$ cat config.mk
export PLATFORM = sky130hd
export DESIGN_NAME = modem_ctrl
export DESIGN_NICKNAME = d
export VERILOG_FILES = /design/src/rtl/modem_ctrl_pkg.sv /design/src/rtl/modem_sync.sv /design/src/rtl/modem_status.sv /design/src/rtl/modem_lines.sv /design/src/rtl/modem_ctrl.sv
export SDC_FILE = /design/constraint.sdc
export NUM_CORES = 1
export LEC_CHECK = 0
export ABC_AREA = 1
export ABC_CLOCK_PERIOD_IN_PS = 1000
export BUFFER_PORTS_ARGS = -buffer_cell sky130_fd_sc_hd__buf_2
export CORE_ASPECT_RATIO = 1.1
export CORE_MARGIN = 2
export CORE_UTILIZATION = 40
export CTS_BUF_LIST = sky130_fd_sc_hd__clkbuf_4 sky130_fd_sc_hd__clkbuf_8
export DETAILED_ROUTE_END_ITERATION = 7
export HOLD_SLACK_MARGIN = 0.03
export PLACE_DENSITY = 0.63
export SLEW_MARGIN = 0
export SYNTH_ARGS = -nofsm -noshare
export SYNTH_HDL_FRONTEND = slang
export SYNTH_HIERARCHICAL = 1
export SYNTH_SLANG_ARGS = --single-unit
$ cat constraint.sdc
create_clock -name clk -period 1 [get_ports clk]
set_input_delay 0.2 -clock clk [delete_from_list [all_inputs] [get_ports clk]]
set_output_delay 0.2 -clock clk [all_outputs]
set_load 0.005 [all_outputs]
$ cat src/rtl/modem_ctrl_pkg.sv
package modem_ctrl_pkg;
  localparam int unsigned NUM_LINES = 4;

  typedef enum logic [1:0] {
    ADR_CMD  = 2'd0,
    ADR_MODE = 2'd1,
    ADR_STAT = 2'd2,
    ADR_MASK = 2'd3
  } reg_addr_e;

  localparam int unsigned CMD_DTR_ON  = 0;
  localparam int unsigned CMD_DTR_OFF = 1;
  localparam int unsigned CMD_TX_ON   = 2;
  localparam int unsigned CMD_TX_OFF  = 3;

  localparam int unsigned LINE_CTS = 0;
  localparam int unsigned LINE_DSR = 1;
  localparam int unsigned LINE_DCD = 2;
  localparam int unsigned LINE_RI  = 3;
endpackage

$ cat src/rtl/modem_sync.sv
module modem_sync #(
  parameter int unsigned N      = 4,
  parameter int unsigned STAGES = 2
) (
  input  logic         clk,
  input  logic         rst_n,
  input  logic [N-1:0] async_in,
  output logic [N-1:0] level,
  output logic [N-1:0] toggled
);
  logic [STAGES-1:0][N-1:0] chain;
  logic [N-1:0]             last;

  always_ff @(posedge clk or negedge rst_n) begin
    if (!rst_n) begin
      chain <= '1;
      last  <= '1;
    end else begin
      chain[0] <= async_in;
      for (int i = 1; i < STAGES; i++) chain[i] <= chain[i-1];
      last <= chain[STAGES-1];
    end
  end

  assign level   = chain[STAGES-1];
  assign toggled = level ^ last;
endmodule

$ cat src/rtl/modem_status.sv
module modem_status #(
  parameter int unsigned N = 4
) (
  input  logic         clk,
  input  logic         rst_n,
  input  logic         enable,
  input  logic [N-1:0] toggled,
  input  logic         rd_clear,
  input  logic         mask_wr,
  input  logic [N-1:0] mask_wdata,
  output logic [N-1:0] flags,
  output logic [N-1:0] mask,
  output logic         irq
);
  genvar g;
  generate
    for (g = 0; g < N; g++) begin : g_line
      logic flag_q;
      always_ff @(posedge clk or negedge rst_n) begin
        if (!rst_n) flag_q <= 1'b0;
        else        flag_q <= (enable & toggled[g]) | (flag_q & ~rd_clear);
      end
      assign flags[g] = flag_q;
    end
  endgenerate

  always_ff @(posedge clk or negedge rst_n) begin
    if (!rst_n)       mask <= '0;
    else if (mask_wr) mask <= mask_wdata;
  end

  assign irq = |(flags & mask);
endmodule

$ cat src/rtl/modem_lines.sv
module modem_lines (
  input  logic clk,
  input  logic rst_n,
  input  logic modem_on,
  input  logic cmd_wr,
  input  logic dtr_on,
  input  logic dtr_off,
  input  logic tx_on,
  input  logic tx_off,
  input  logic cts_lvl,
  input  logic tx_busy,
  output logic dtr_q,
  output logic sw_tx_q,
  output logic dtr_out,
  output logic rts_out,
  output logic tx_en
);
  logic tx_allow;

  always_ff @(posedge clk or negedge rst_n) begin
    if (!rst_n) begin
      dtr_q   <= 1'b1;
      sw_tx_q <= 1'b0;
    end else if (cmd_wr) begin
      if (dtr_off)     dtr_q <= 1'b1;
      else if (dtr_on) dtr_q <= 1'b0;
      if (tx_off)      sw_tx_q <= 1'b0;
      else if (tx_on)  sw_tx_q <= 1'b1;
    end
  end

  assign tx_allow = sw_tx_q & (~modem_on | ~cts_lvl);

  always_ff @(posedge clk or negedge rst_n) begin
    if (!rst_n) tx_en <= 1'b0;
    else        tx_en <= tx_allow | (tx_en & tx_busy & sw_tx_q);
  end

  assign dtr_out = modem_on ? dtr_q : 1'b1;
  assign rts_out = ~(modem_on & sw_tx_q);
endmodule

$ cat src/rtl/modem_ctrl.sv
module modem_ctrl #(
  parameter int unsigned DATA_W      = 8,
  parameter int unsigned MODE_W      = 2,
  parameter int unsigned MODEM_CODE  = 3,
  parameter int unsigned SYNC_STAGES = 2
) (
  input  logic              clk,
  input  logic              rst_n,
  input  logic [1:0]        reg_addr,
  input  logic              reg_wr,
  input  logic              reg_rd,
  input  logic [DATA_W-1:0] reg_wdata,
  output logic [DATA_W-1:0] reg_rdata,
  input  logic              cts_in,
  input  logic              dsr_in,
  input  logic              dcd_in,
  input  logic              ri_in,
  output logic              dtr_out,
  output logic              rts_out,
  input  logic              tx_busy,
  output logic              tx_en,
  output logic              irq
);
  import modem_ctrl_pkg::*;
  localparam int unsigned NL = NUM_LINES;

  logic [MODE_W-1:0] mode_q;
  logic              modem_on;
  logic [NL-1:0]     levels, toggled, flags, mask;
  logic              cmd_wr, mode_wr, mask_wr, rd_clear;
  logic              dtr_q, sw_tx_q;
  logic              unused_wdata_hi;

  assign cmd_wr   = reg_wr & (reg_addr == ADR_CMD);
  assign mode_wr  = reg_wr & (reg_addr == ADR_MODE);
  assign mask_wr  = reg_wr & (reg_addr == ADR_MASK);
  assign rd_clear = reg_rd & (reg_addr == ADR_STAT);
  assign unused_wdata_hi = ^reg_wdata[DATA_W-1:NL];

  always_ff @(posedge clk or negedge rst_n) begin
    if (!rst_n)       mode_q <= '0;
    else if (mode_wr) mode_q <= reg_wdata[MODE_W-1:0];
  end

  assign modem_on = (mode_q == MODE_W'(MODEM_CODE));

  modem_sync #(.N(NL), .STAGES(SYNC_STAGES)) i_sync (
    .clk      (clk),
    .rst_n    (rst_n),
    .async_in ({ri_in, dcd_in, dsr_in, cts_in}),
    .level    (levels),
    .toggled  (toggled)
  );

  modem_status #(.N(NL)) i_status (
    .clk        (clk),
    .rst_n      (rst_n),
    .enable     (modem_on),
    .toggled    (toggled),
    .rd_clear   (rd_clear),
    .mask_wr    (mask_wr),
    .mask_wdata (reg_wdata[NL-1:0]),
    .flags      (flags),
    .mask       (mask),
    .irq        (irq)
  );

  modem_lines i_lines (
    .clk      (clk),
    .rst_n    (rst_n),
    .modem_on (modem_on),
    .cmd_wr   (cmd_wr),
    .dtr_on   (reg_wdata[CMD_DTR_ON]),
    .dtr_off  (reg_wdata[CMD_DTR_OFF]),
    .tx_on    (reg_wdata[CMD_TX_ON]),
    .tx_off   (reg_wdata[CMD_TX_OFF]),
    .cts_lvl  (levels[LINE_CTS]),
    .tx_busy  (tx_busy),
    .dtr_q    (dtr_q),
    .sw_tx_q  (sw_tx_q),
    .dtr_out  (dtr_out),
    .rts_out  (rts_out),
    .tx_en    (tx_en)
  );

  always_comb begin
    case (reg_addr)
      ADR_MODE: reg_rdata = DATA_W'(mode_q);
      ADR_STAT: reg_rdata = DATA_W'({levels, flags});
      ADR_MASK: reg_rdata = DATA_W'(mask);
      default:  reg_rdata = '0;
    endcase
  end
endmodule

==> flow_summary.toml <==
[clock_tree]
clk_pin_slew_ps = 130
cts_tree = "yes"
clock-sinks = 25
htree_levels = 1
cts-buffers-inserted = 3
cts-root-buf = "clkbuf_4"
clk_latency_ps = 310
clockBufferDepth = 2

[floorplanning]
pin_count = 31
floorplan.initialDensity = 0.4198
rows = 20
core_area_um2 = 2778
die_width_um = 55.48
die_area_um2 = 3364
die_y_um = 60.63

[worst_setup_path]
path_class = "reg -> out"
critical-path-slowest-cell = "dfstp_2"
worstRegToRegCells = 6
path_cells = "inv_2 -> nor2_2 -> buf_2"
critPathLaunchType = "flop"
arrival_ps = 1100
crit_path_max_incr_delay_ps = 560
cp_max_fo = 2
critPathBufInv = 2
cp.required_ps = 800
crit_cells = 3
path_delay_family = "flip-flops"
critPathCaptureType = "output pin"

[synth]
syn_nets = 165
yosysSeqAreaShare = 0.5504
syn-cell-area_um2 = 1166
ys.warnings.count = 6
yosysUniqueCellTypes = 12
synthCells = 146
synth_seq_cells = 25
avgSynthCellArea_um2 = 7.987

[routing]
via_per_inst = 4.475
routed_wl_mm = 2.167
detail-route-antenna-nets = 0
drc = 0
vias = 998
wl_per_cell_um = 9.717
drt_first_pass_iters = 5
drt-initial-drc-count = 21

[layout]
syn_to_final_growth_pct = 30.04
diodes = 0
multi_input_area_um2 = 352.8
regArea_um2 = 641.9
drive_gt1_frac = 0.3789
fin_area_um2 = 1516
fillers = 264
final_nets = 210

[sta]
slew_headroom = 0.6457
worstMarginPinSlew_ps = 531.5
final_hold_viol_count = 0
period_needed_ps = 1296
grt_setup_unrepaired = "yes"
fin_skew_ps = 6.289
max_freq_mhz = 771.3
setup_tns_ps = -2768
final.period_utilization = 1.296
drv_slew = 0
setup_viol = 17
fin_ws_ps = -296.5
whs_ps = 94.80

[global_routing]
grt_pass1_wl_mm = 3.760
grt_pass1_vias = 928
grt_usage = 0.1422
grt_max_degree = 26
gr-total-overflow = 0
antenna_found_initial = 0

[flow_run]
maxCapViolCount = 0

[hold_path]
worstHoldPathCells = 3
min_path_type = "in -> reg"

[status]
outcome = "finished, violations left"
violations = "setup timing"

[placed_design]
dp_hpwl_mm = 1.578
portBuffers = 26
dpl_cell_area_um2 = 1323
gp_congestion = 0.8016

[power]
power_density_nw_per_um2 = 1499
total_power_uw = 2273
vdd_ir_drop_max_v = 0.001058
p_leak_uw = 0.0008572
[Yosys cell counts]
master | number | share of area
nor3_1 | 1 | 0.0043
buf_4 | 9 | 0.058
dfrtp_1 | 12 | 0.26
nor2_4 | 1 | 0.0097
nor2_1 | 6 | 0.019
nand3_1 | 10 | 0.043
o21ai_0 | 8 | 0.034
inv_1 | 30 | 0.097
nand4_1 | 2 | 0.011
inv_2 | 2 | 0.0064
dfstp_2 | 13 | 0.29
nand2_1 | 52 | 0.17
[repair_timing]
item                       CTS  global route
setup endpoints to repair   12            17
pin swaps                   15             8
resized for setup            6            11
hold buffers                 5             0
hold endpoints to repair    16             0
setup buffers               10             1
[stage by stage]
step	utilization	setup WS, ps	instances
6_report	0.5459	-296.5	223
5_1_grt	0.5459	-379.4	223
4_1_cts	0.5347	-303.5	222
3_5_place_dp	0.4761	-35.08	203
3_3_place_gp	0.4761	-3.564	203
2_1_floorplan	-	36.71	146
[metal layers]
layer	GRT usage	routed length, um
met4	0.07666	27
met3	0.02132	65
met1	0.1734	955
met2	0.2483	1119
met5	0	0
[cells by family (layout without fill, tap and decap cells)]
kind of cell	Yosys count	count (layout)	share of synthesized area
buf+inv	41	85	0.1609
flops	25	25	0.5504
compound gates	8	8	0.03434
simple gates	72	72	0.2543
[path summary, 6_finish.rpt]
check,slack (ps),to,startpoint
worst max-delay path,-300,reg_rdata[4],i_sync/level[0]
worst min-delay path,90,i_lines/dtr_q,reg_wdata[1]
worst max register to register,-20,i_status/g_line[1].flag_q,mode_q[1]
worst min register to register,360,i_sync/level[1],i_sync/chain[1]
max in group asynchronous,240,i_sync/last[3],rst_n
min in group asynchronous,390,i_status/mask[2],rst_n
[cell type report]
type                    count  area share
inverters                  32     0.07921
multi-input cells          80      0.2327
repair buffers             49      0.2178
clock buffers               4     0.01980
flip-flops and latches     25      0.4233
well taps                  33     0.02723
[cells in the final DEF (no fill, tap or decap)]
cell type and instances:
buf_6 4, nor2_1 5, inv_1 26, dfrtp_1 12, dlygate4sd3_1 5, nor2_4 1, inv_2 6, nor3_1 1
buf_4 14, o21ai_0 4, nand2_1 50, dfstp_2 13, clkbuf_4 4, nand4_1 2, nand3_1 10, o21ai_2 1
o21ai_1 3, nand2_2 1, buf_2 26, nor2_2 1, nand2_4 1
[sequential cells by signal, summed over array words and instances, names as in the netlist]
signal / cells
i_lines/dtr_q: 1
mode_q: 2
i_status/mask: 4
i_sync/chain: 4
i_sync/last: 4
i_lines/tx_en: 1
i_lines/sw_tx_q: 1
i_status/g_line.flag_q: 4
i_sync/level: 4
[report_power, final]
group	internal [uW]	total, uW	switching (uW)
clock	183	458	275
combinational	285	540	255
sequential	1170	1280	102
[worst register-to-register path, stage by stage, from the launching register on]
cell and delay (ps):
dfrtp_1 430, nand2_1 100, inv_2 50, buf_6 110, buf_6 120, nand2_1 50, o21ai_1 50
Power figures use the tool's default switching activity.
